===== config.mk =====
export PLATFORM = sky130hd
export DESIGN_NAME = dshift_const_lshift
export DESIGN_NICKNAME = d
export VERILOG_FILES = /design/src/rtl/dshift_pkg.sv /design/src/rtl/dshift_lane_router.sv /design/src/rtl/dshift_lane_chain.sv /design/src/rtl/dshift_const_lshift.sv
export SDC_FILE = /design/constraint.sdc
export NUM_CORES = 1
export LEC_CHECK = 0
export BUFFER_PORTS_ARGS = -buffer_cell sky130_fd_sc_hd__buf_4
export CORE_AREA = 4 4 41 43
export CTS_CLUSTER_DIAMETER = 50
export DETAILED_ROUTE_END_ITERATION = 12
export DIE_AREA = 0 0 45 47
export GPL_TIMING_DRIVEN = 0
export PLACE_DENSITY = 0.3
export SYNTH_ARGS = -nofsm -noshare
export SYNTH_HDL_FRONTEND = slang
export SYNTH_HIERARCHICAL = 1
export SYNTH_SLANG_ARGS = --single-unit

===== constraint.sdc =====
create_clock -name clk -period 1 [get_ports clk]
set_input_delay 0.2 -clock clk [delete_from_list [all_inputs] [get_ports clk]]
set_output_delay 0.2 -clock clk [all_outputs]
set_load 0.03 [all_outputs]

===== src/rtl/dshift_pkg.sv =====
package dshift_pkg;

  // Input lane that feeds output lane i: (i - ls) mod d, kept non-negative.
  function automatic int src_lane(input int i, input int d, input int ls);
    return (i + d - (ls % d)) % d;
  endfunction

  // Whole-digit delay seen by output lane i. (ls + j - i) is always a
  // non-negative multiple of d.
  function automatic int lane_depth(input int i, input int d, input int ls);
    int j;
    j = src_lane(i, d, ls);
    return (ls + j - i) / d;
  endfunction

endpackage


===== src/rtl/dshift_lane_router.sv =====
module dshift_lane_router
  import dshift_pkg::*;
#(
  parameter int D  = 2,
  parameter int LS = 5
) (
  input  logic [D-1:0] din,
  output logic [D-1:0] routed
);

  // Rotate the digit so that each output lane sees its source bit.
  for (genvar i = 0; i < D; i++) begin : g_route
    localparam int SRC = src_lane(i, D, LS);
    assign routed[i] = din[SRC];
  end

endmodule


===== src/rtl/dshift_lane_chain.sv =====
module dshift_lane_chain #(
  parameter int DEPTH = 1
) (
  input  logic clk,
  input  logic rst,
  input  logic clr,
  input  logic bit_in,
  output logic bit_out
);

  logic [DEPTH-1:0] stg;

  // The first stage always captures the incoming bit of the current word.
  always_ff @(posedge clk) begin
    if (rst) stg[0] <= 1'b0;
    else     stg[0] <= bit_in;
  end

  // Later stages take the previous stage, or zero when a new word begins.
  if (DEPTH > 1) begin : g_tail
    always_ff @(posedge clk) begin
      if (rst)      stg[DEPTH-1:1] <= '0;
      else if (clr) stg[DEPTH-1:1] <= '0;
      else          stg[DEPTH-1:1] <= stg[DEPTH-2:0];
    end
  end

  // On the start cycle the stale tail belongs to the old word: mask it.
  assign bit_out = clr ? 1'b0 : stg[DEPTH-1];

endmodule


===== src/rtl/dshift_const_lshift.sv =====
module dshift_const_lshift
  import dshift_pkg::*;
#(
  parameter int D  = 2,
  parameter int LS = 5
) (
  input  logic         clk,
  input  logic         rst,
  input  logic         start,
  input  logic [D-1:0] din,
  output logic [D-1:0] dout
);

  logic [D-1:0] routed;

  dshift_lane_router #(.D(D), .LS(LS)) u_router (
    .din    (din),
    .routed (routed)
  );

  for (genvar i = 0; i < D; i++) begin : g_lane
    localparam int DEPTH = lane_depth(i, D, LS);
    if (DEPTH == 0) begin : g_wire
      assign dout[i] = routed[i];
    end else begin : g_dly
      dshift_lane_chain #(.DEPTH(DEPTH)) u_chain (
        .clk     (clk),
        .rst     (rst),
        .clr     (start),
        .bit_in  (routed[i]),
        .bit_out (dout[i])
      );
    end
  end

endmodule


# == After elaboration in Yosys (flattened, before gate mapping) ==
# Index checks and enable logic that the tools add are counted.
# Widths: inputs -> output; s select.
# op_classes
n_reduce_logical,1
mux,2
# op_table
operator,count
$mux 1,2
$reduce_or 2->1,1
# word_totals
wordCells,7
output_inout_bits,2
ff_bits,5

# == Logic depth before layout (Yosys ltp) ==
# Gate-level depths: netlist of run 1.
# logic_depth
ltp_word,1
mapped_depth,2
ltp_nobuf,1

# == Modules after synthesis ==
# Netlist of run 1, hierarchy kept.
# modules_own_cells
module,seq_area_each_um2,n_inst,cells_per_inst,area_each_um2
dshift_lane_chain at g_lane[0].g_dly.u_chain,60.1,1,7,87.6
dshift_lane_chain at g_lane[1].g_dly.u_chain,40.0,1,5,65.1
dshift_lane_router,0.0,1,2,15.0

# == Worst setup path before layout of run 1 ==
# No wires, ideal clock.
# synth_path
path_type,flip-flop to output port
from,reg g_lane[0].g_dly.u_chain.stg[2]
to,out dout[0]
required_time_ns,0.800
t_arrival_ns,0.738
stages_incl_launch_ff,2
slack_ns,0.062
path_buffers,0
cell_sequence,dfxtp_1 -> nor2b_1
# synth_via
elab_chain_len,1
# synth_lines
element,line_no,source
start: declaration,dshift_lane_chain.sv:11,logic [DEPTH-1:0] stg;
start signal: indexed assignment,dshift_lane_chain.sv:24,else stg[DEPTH-1:1] <= stg[DEPTH-2:0];
$mux 1,dshift_lane_chain.sv:29,assign bit_out = clr ? 1'b0 : stg[DEPTH-1];
end: declaration,dshift_const_lshift.sv:11,output logic [D-1:0] dout
# No other way between the ends.

# == Final worst setup path of run 1 ==
# Ends and elaborated chain as after synthesis.

==> results of run 1 <==
cell families after synthesis:
kind of cell	Yosys count
AND/OR/NAND/NOR	7
buffers and inverters	2
flip-flops	5
synthesized netlist by cell type:
cell type and count:
nor3b_1 2, nor3b_2 1, nor2b_1 4, dfxtp_1 5, buf_4 2
stage by stage:
stage / setup TNS (ns) / instance area (µm²) / worst slack (ns) / util
floorplan: 0 / 168 / 0.0618 / -
global placement: 0 / 216 / 0.198 / 0.166
detailed placement: 0 / 216 / 0.191 / 0.166
CTS: -0.0597 / 243 / -0.0301 / 0.187
global route: -0.161 / 249 / -0.0861 / 0.191
finish: -0.0123 / 249 / -0.00911 / 0.191
layer usage:
metal  share of wire  track usage  wire length (µm)  vias to the layer above
met5               0            0                 0                        -
met4               0       0.0702                 0                        0
met3            0.20       0.0613                53                        0
met2            0.39       0.0254               101                        7
met1            0.40       0.0365               105                       46
li1                -            -                 -                       58
report_power, final:
part	total [mW]	internal, mW	switching, mW
combinational	0.0276	0.0169	0.0107
clock	0.226	0.150	0.0757
sequential	0.208	0.207	0.00110
total	0.462	0.374	0.0875
worst paths after layout:
kind	to	slack (ns)
min	g_lane[1].g_dly.u_chain/stg[1]	0.16
max	dout[0]	-0.009
max reg2reg	g_lane[1].g_dly.u_chain/stg[1]	0.47
min reg2reg	g_lane[0].g_dly.u_chain/stg[1]	0.45
worst max-delay path, cell delays in order, from the launching register on:
cell and delay [ns]:
dfxtp_1 0.29, nor2b_1 0.12, buf_4 0.16
repair_timing:
action	4_1_cts	5_1_grt
hold buffers	0	0
endpoints found under the setup margin	2	2
resized for setup	0	2
final cells by class:
class | instances | area share
well taps | 15 | 0.0754
plain buffers | 2 | 0.0603
flip-flops and latches | 5 | 0.402
repair buffers | 4 | 0.136
clock buffers | 4 | 0.106
multi-input cells | 7 | 0.221
==> metrics.md, run 1 <==
| Metric | Value |
|---|---|
| I/O pins | 7 |
| Clock Tree Root | clkbuf_4 |
| GP Congestion | 0.542 |
| Worst hold slack | 0.161 ns |
| Clock transition at path regs | 0.04 ns |
| Initial DRC count | 0 |
| Sequential Area | 100 µm² |
| # Max-Cap Violations | 0 |
| Setup-failing EPs final | 2 |
| Via Count | 111 |
| Biggest regs | g_lane.g_dly.u_chain/stg x5 |
| Ys Warns | 6 |
| Number of I/O port buffers | 4 |
| XOR/XNOR Fraction of Synth Area | 0 |
| Cell Pwr Density | 1850 mW/mm² |
| Largest Register | g_lane.g_dly.u_chain/stg |
| Starting Density | 0.129 |
| TritonCTS Buffers | 3 |
| Final net count | 28 |
| Die height | 47 µm |
| Critical setup path kind | register to primary output |
| CTS H-tree lvls | 1 |
| Mux contribution to synthesized area | 0 |
| Seq/Total Area, Yosys | 0.597 |
| Cell Rows | 13 |
| Maximum vdd drop | 455 µV |
| Layout area overhead | 48.5% |
| Worst endpoint data arrival time | 0.81 ns |
| Total gr overflow | 0 |
| CP Data Required Time | 0.80 ns |
| First-pass GRT wire length | 455 µm |
| Fillers | 152 |
| FF-to-FF path depth | 1 |
| Largest net degree at the start of global routing | 6 |
| Final setup margin | -0.00911 ns |
| Synth Area in Compound Gates | 0 |
| Worst skew pair latency | 0.24 ns |
| First-pass iteration count of the detailed router | 1 |
| Global Route Usage Sum | 0.0419 |
| Mapped Area | 168 µm² |
| Vias per cell | 3.00 |
| Most area-hungry cell type in the Yosys netlist | dfxtp_1 |
| CP Capture Type | primary output |
| Vias in the first global route | 102 |
| Multi-input gate area | 55.1 µm² |
| Share of the synthesized area in the top cell type | 0.597 |
| Final Max Tran Viols | 0 |
| Worst-margin pin slew | 0.149 ns |
| Max clock buf depth | 2 |
| Final Critical Period | 1.01 ns |
| Cell count after synthesis | 14 |
| Crit path max fanout | 1 |
| Synthesized area per cell | 12.0 µm² |
| Remaining antenna violation count | 0 |
| Final WL | 260 µm |
| Layout Cells excl Fill | 37 |
| Initial antenna violation count | 0 |
| Rel. slew slack | 0.900 |
| Simple-gate share of the synthesized area | 0.313 |
| Fmax | 991 MHz |
| Post-CTS Setup Bufs | 0 |
| CTS Sinks | 5 |
| Reg2reg start | g_lane[1].g_dly.u_chain/stg[0] |
| Startpoint types | register |
| DR DRC count | 0 |
| Largest family of logic cells by synthesized area | simple AND/OR/NAND/NOR gates |
| Number of flip-flops in the largest register | 5 |
| Most frequent cells in the layout | 5 x dfxtp_1, 5 x buf_4, 3 x clkbuf_4, 3 x nor2b_1, 2 x nor3b_1 |
| Post-Syn Nets | 19 |
| Main area contributors after synthesis | dfxtp_1 60%, nor2b_1 15%, buf_4 9.0% |
| Die area | 0.00212 mm² |
| Fraction of layout cells with a size suffix above 1 | 0.500 |
| Violated checks | setup timing |
| Worst setup path startpoint | g_lane[0].g_dly.u_chain/stg[2] |
| RSZ-0062 raised after global routing | yes |
| HP Class | primary input to register |
| Flops & latches, synth | 5 |
| Status | complete, but fails checks |
| Drt wl/cell | 7.03 µm |
| Fin. Hold Viols | 0 |
| Adder-Cell Fraction of Synth Area | 0 |
| Worst Hold Launch | rst |
| Hold path cells | 2 |
| Core area | 0.00130 mm² |
| Final period util | 1.01 |
| Die Wd | 45 µm |
| Leakage power | 0.101 nW |
| Clock Skews | 0.00289 ns |
| CTS tree | done |
| ANT cells | 0 |
| Placed Instances | 33 |
| Pwr Total | 0.462 mW |
| Number of distinct library cells after synthesis | 5 |
(Power assumes the default switching activity.)
==> inputs of run 2 (changes only) <==
- CTS_BUF_LIST: not set -> sky130_fd_sc_hd__clkbuf_4
- CTS_CLUSTER_DIAMETER: 50 -> not set
- SKIP_CTS_REPAIR_TIMING: not set -> 1
==> metrics.md, run 2 (synthesis results as in run 1) <==
| Metric | Value |
|---|---|
| FF-to-FF path depth | 1 (unchanged) |
| HP Class | primary input to register |
| Worst-margin pin slew | 0.149 ns (-0.0000578 ns) |
| # Max-Cap Violations | 0 (unchanged) |
| Starting Density | 0.129 (unchanged) |
| Crit path max fanout | 1 (unchanged) |
| Final period util | 1.01 (about the same) |
| RSZ-0062 raised after global routing | yes |
| CTS H-tree lvls | 1 (unchanged) |
| TritonCTS Buffers | 3 (unchanged) |
| First-pass GRT wire length | 455 µm (unchanged) |
| Cell chain of the critical path | nor2b_1 -> buf_4 |
| Startpoint types | register |
| CP Data Required Time | 0.80 ns (about the same) |
| Final WL | 261 µm (+0.38%) |
| CP Capture Type | primary output |
| I/O pins | 7 (unchanged) |
| Setup-failing EPs final | 2 (unchanged) |
| Cell Rows | 13 (unchanged) |
| Vias per cell | 3.03 (+0.90%) |
| Fmax | 990 MHz (about the same) |
| Layout area overhead | 50.7% |
| Number of I/O port buffers | 4 (unchanged) |
| Hold Path End | g_lane[1].g_dly.u_chain/stg[1] |
| CTS Sinks | 5 (unchanged) |
| Placed Instances | 33 (unchanged) |
| Worst skew pair latency | 0.24 ns (about the same) |
| Number of flip-flops in the largest register | 5 (unchanged) |
| Slack of the worst reg-to-reg path | 0.47 ns (about the same) |
| Cell Pwr Density | 1940 mW/mm² (+4.5%) |
| Core area | 0.00130 mm² (unchanged) |
| Clock Tree Root | clkbuf_4 |
| Largest net degree at the start of global routing | 6 (unchanged) |
| Die Wd | 45 µm (unchanged) |
| Fillers | 152 (unchanged) |
| Drt wl/cell | 7.05 µm (+0.38%) |
| Final setup margin | -0.00997 ns (-0.000868 ns) |
| Fin. Hold Viols | 0 (unchanged) |
| Largest Register | g_lane.g_dly.u_chain/stg |
| Worst endpoint data arrival time | 0.81 ns (about the same) |
| Status | complete, but fails checks |
| Worst Hold Launch | rst |
| Remaining antenna violation count | 0 (unchanged) |
| Rel. slew slack | 0.900 (about the same) |
| Worst reg2reg endpoint | g_lane[1].g_dly.u_chain/stg[1] |
| Die height | 47 µm (unchanged) |
| Fraction of layout cells with a size suffix above 1 | 0.545 (+0.0455) |
| Critical setup path kind | register to primary output |
| Final Critical Period | 1.01 ns (+0.000868 ns) |
| Hold path cells | 2 (unchanged) |
| Initial DRC count | 0 (unchanged) |
| Leakage power | 0.104 nW (+3.4%) |
| Max clock buf depth | 2 (unchanged) |
| Initial antenna violation count | 0 (unchanged) |
| Die area | 0.00212 mm² (unchanged) |
| Most frequent cells in the layout | 5 x dfxtp_1, 5 x buf_4, 4 x clkbuf_4 |
| Global Route Usage Sum | 0.0419 (unchanged) |
| Total gr overflow | 0 (unchanged) |
| Vias in the first global route | 102 (unchanged) |
| CP max stage cell | dfxtp_1 |
| Reg2reg start | g_lane[1].g_dly.u_chain/stg[0] |
| Final net count | 28 (unchanged) |
| Setup_tns | -0.0140 ns (-0.00174 ns) |
| Final Max Tran Viols | 0 (unchanged) |
| Biggest regs | g_lane.g_dly.u_chain/stg x5 |
| CP peak stage delay | 0.29 ns (about the same) |
| Via Count | 112 (+0.90%) |
| Clock transition at path regs | 0.04 ns (about the same) |
| Clock Skews | 0.00267 ns (-0.000225 ns) |
| CTS tree | done |
| Pre-CTS setup slack | 0.191 ns (unchanged) |
| Layout Cells excl Fill | 37 (unchanged) |
| GP Congestion | 0.542 (unchanged) |
| First-pass iteration count of the detailed router | 1 (unchanged) |
| DR DRC count | 0 (unchanged) |
| ANT cells | 0 (unchanged) |
| Violated checks | setup timing |
| Maximum vdd drop | 455 µV (about the same) |
==> run 2: critical path: cells and delay by family (launching register included) <==
kind	cells	cell delay, ns
buffers and inverters	1	0.16
flip-flops	1	0.29
AND/OR/NAND/NOR	1	0.12
==> run 2: cell type report <==
class / count / area (µm²) / area share
buffer: 2 / 15.0 / 0.0594
clock buffer: 4 / 30.0 / 0.119
multi-input combinational: 7 / 55.1 / 0.218
sequential: 5 / 100 / 0.396
tap: 15 / 18.8 / 0.0743
timing repair buffer: 4 / 33.8 / 0.134
==> run 2: layer usage <==
metal	vias to the layer above	track usage	wire length, µm
met5	-	0	0
met4	0	0.0702	0
met3	0	0.0613	53
met2	7	0.0254	102
met1	47	0.0365	104
li1	58	-	-
==> run 2: worst max-delay path by stage <==
| stage | from | endpoint | slack, ns | cells past startpoint |
|---|---|---|---|---|
| after floorplan | g_lane[0].g_dly.u_chain/stg[2] | dout[0] | 0.06 | 1 |
| after global placement | start | dout[1] | 0.20 | 3 |
| after detailed placement | start | dout[0] | 0.19 | 3 |
| after CTS | g_lane[0].g_dly.u_chain/stg[2] | dout[0] | -0.03 | 2 |
| after global routing | g_lane[1].g_dly.u_chain/stg[1] | dout[1] | -0.09 | 2 |
| final | g_lane[0].g_dly.u_chain/stg[2] | dout[0] | -0.01 | 2 |
==> run 2: power by group <==
group | internal (mW) | switching (mW) | total, mW | leakage, nW
combinational | 0.0169 | 0.0107 | 0.0276 | 0.0445
clock | 0.178 | 0.0768 | 0.254 | 0.0184
sequential | 0.207 | 0.00111 | 0.208 | 0.0410
total | 0.401 | 0.0886 | 0.490 | 0.104
==> run 2: through the flow <==
step	cell area [µm²]	hold WS (ns)	power, mW	utilization
6_report	253	0.161	0.490	0.194
5_1_grt	253	0.146	0.534	0.194
2_1_floorplan	168	0.269	0.225	-
4_1_cts	246	0.150	0.506	0.189
3_5_place_dp	216	0.410	0.238	0.166
3_3_place_gp	216	0.410	0.238	0.166
==> inputs of run 3 (changes only) <==
- REMOVE_ABC_BUFFERS: not set -> 1
==> metrics.md, run 3 (synthesis results as in run 1) <==
| Metric | Value |
|---|---|
| Leakage power | 0.103 nW (-0.76%) |
| Cell Pwr Density | 2000 mW/mm² (+3.1%) |
| Die Wd | 45 µm (unchanged) |
| Pre-CTS setup slack | 0.195 ns (+0.00364 ns) |
| CTS tree | done |
| Cell chain of the critical path | nor2b_1 -> buf_4 |
| Die area | 0.00212 mm² (unchanged) |
| First-pass iteration count of the detailed router | 1 (unchanged) |
| Final Critical Period | 1.01 ns (+0.00141 ns) |
| Fmax | 989 MHz (-0.14%) |
| Worst endpoint data arrival time | 0.81 ns (about the same) |
| Clock Skews | 0.00155 ns (-0.00112 ns) |
| Worst skew pair latency | 0.24 ns (about the same) |
| Cell Int Power | 0.401 mW (-0.13%) |
| Die height | 47 µm (unchanged) |
| Fin. Hold Viols | 0 (unchanged) |
| Critical path capture point | dout[1] |
| CP Data Required Time | 0.80 ns (about the same) |
| Reg2reg start | g_lane[1].g_dly.u_chain/stg[0] |
| Core area | 0.00130 mm² (unchanged) |
| Via Count | 110 (-1.8%) |
| Critical setup path kind | register to primary output |
| Worst path depth | 2 (unchanged) |
| Final net count | 28 (unchanged) |
| Crit path buf inv count | 1 (unchanged) |
| I/O pins | 7 (unchanged) |
| RSZ-0062 raised after global routing | yes |
| Largest net degree at the start of global routing | 6 (unchanged) |
| Max clock buf depth | 2 (unchanged) |
| Rel. slew slack | 0.903 (+0.00203) |
| Crit path max fanout | 1 (unchanged) |
| Cell Rows | 13 (unchanged) |
| Power share of the sequential group | 0.422 (-0.003) |
| Final Max Tran Viols | 0 (unchanged) |
| Final period util | 1.01 (+0.00141) |
| FF-to-FF path depth | 1 (unchanged) |
| CTS H-tree lvls | 1 (unchanged) |
| Largest Register | g_lane.g_dly.u_chain/stg |
| TritonCTS Buffers | 3 (unchanged) |
| Multi-input gate area | 52.6 µm² (-4.5%) |
| CTS Sinks | 5 (unchanged) |
| Fillers | 147 (-3.3%) |
| Vias per cell | 2.97 (-1.8%) |
| Number of flip-flops in the largest register | 5 (unchanged) |
| Worst-margin pin slew | 0.146 ns (-0.00305 ns) |
| Slack of the worst reg-to-reg path | 0.47 ns (about the same) |
| Worst setup path startpoint | g_lane[1].g_dly.u_chain/stg[1] |
| Clock network power share | 0.524 (+0.005) |
| Setup_tns | -0.0208 ns (-0.00682 ns) |
| Vias in the first global route | 79 (-23%) |
| Biggest regs | g_lane.g_dly.u_chain/stg x5 |
| Number of I/O port buffers | 6 (+2) |
| Setup-failing EPs final | 2 (unchanged) |
| ANT cells | 0 (unchanged) |
| Critical path's top delay family | flip-flops |
| HP Class | primary input to register |
| Most frequent cells in the layout | 6 x buf_4, 5 x dfxtp_1, 4 x clkbuf_4, 4 x nor2b_1, 2 x nor3b_1 |
| Comb power frac | 0.054 (-0.002) |
| Violated checks | setup timing |
| Worst reg2reg endpoint | g_lane[1].g_dly.u_chain/stg[1] |
| Initial antenna violation count | 0 (unchanged) |
| First-pass GRT wire length | 310 µm (-32%) |
| Drt wl/cell | 6.70 µm (-5.0%) |
| Switching Share | 0.186 (+0.00520) |
| Final WL | 248 µm (-5.0%) |
| Fraction of layout cells with a size suffix above 1 | 0.500 (-0.0455) |
| Clock transition at path regs | 0.04 ns (about the same) |
| Final setup margin | -0.0114 ns (-0.00141 ns) |
| Clock Tree Root | clkbuf_4 |
| CP Capture Type | primary output |
| # Max-Cap Violations | 0 (unchanged) |
| Post-DP HPWL | 176 µm |
| DR DRC count | 0 (unchanged) |
| GP Congestion | 0.545 (+0.63%) |
| CP max stage cell | dfxtp_1 |
| Startpoint types | register |
| Remaining antenna violation count | 0 (unchanged) |
| Maximum vdd drop | 826 µV (+81%) |
| Layout area overhead | 47.0% |
| Initial DRC count | 0 (unchanged) |
| Sequential Area | 100 µm² (unchanged) |
| Most common cell after layout, fill and taps aside | buf_4 |
| Starting Density | 0.129 (unchanged) |
| Global Route Usage Sum | 0.0285 (-0.0135) |
| CP peak stage delay | 0.30 ns (about the same) |
| Status | complete, but fails checks |
| Sw Pwr | 0.0916 mW (+3.4%) |
| Total gr overflow | 0 (unchanged) |
run 3: cell types whose count changed in the layout (fill, tap and decap cells not counted):
cell	previous run	this run
buf_6	1	0
nor2b_1	3	4
buf_4	5	6
nor2b_2	1	0
run 3: final cells by class:
class | instances | share of cell area
tap | 15 | 0.0761
timing repair buffer | 6 | 0.183
sequential | 5 | 0.406
clock buffer | 4 | 0.122
multi-input combinational | 7 | 0.213
run 3: layer usage:
layer | global-route usage | up-vias | wire length [µm]
met4 | 0 | 0 | 0
met1 | 0.0251 | 42 | 98
met3 | 0.0690 | 0 | 74
li1 | - | 58 | -
met2 | 0.0198 | 10 | 75
met5 | 0 | - | 0
run 3: through the flow:
step / instance area (µm²) / std cells / power [mW] / utilization / hold WS (ns)
global placement: 216 / 33 / 0.238 / 0.166 / 0.408
finish: 246 / 37 / 0.493 / 0.189 / 0.160
global route: 246 / 37 / 0.529 / 0.189 / 0.145
detailed placement: 216 / 33 / 0.239 / 0.166 / 0.412
CTS: 246 / 37 / 0.506 / 0.189 / 0.155
floorplan: 153 / 12 / 0.219 / - / 0.269
run 3: how the worst min path moves through the flow:
stage,endpoint,startpoint,cells after the start,slack [ns]
6_report,g_lane[1].g_dly.u_chain/stg[1],start,2,0.16
5_1_grt,g_lane[1].g_dly.u_chain/stg[1],rst,2,0.14
4_1_cts,g_lane[1].g_dly.u_chain/stg[1],start,2,0.15
3_5_place_dp,g_lane[1].g_dly.u_chain/stg[1],start,2,0.41
3_3_place_gp,g_lane[0].g_dly.u_chain/stg[0],din[1],2,0.41
2_1_floorplan,g_lane[1].g_dly.u_chain/stg[1],start,1,0.27
run 3: power by group through the flow:
stage / clock network, mW / logic (mW) / registers [mW]
floorplan: 0 / 0.00834 / 0.211
global placement: 0 / 0.0268 / 0.211
detailed placement: 0 / 0.0273 / 0.211
CTS: 0.271 / 0.0273 / 0.208
global route: 0.293 / 0.0288 / 0.208
finish: 0.258 / 0.0265 / 0.208
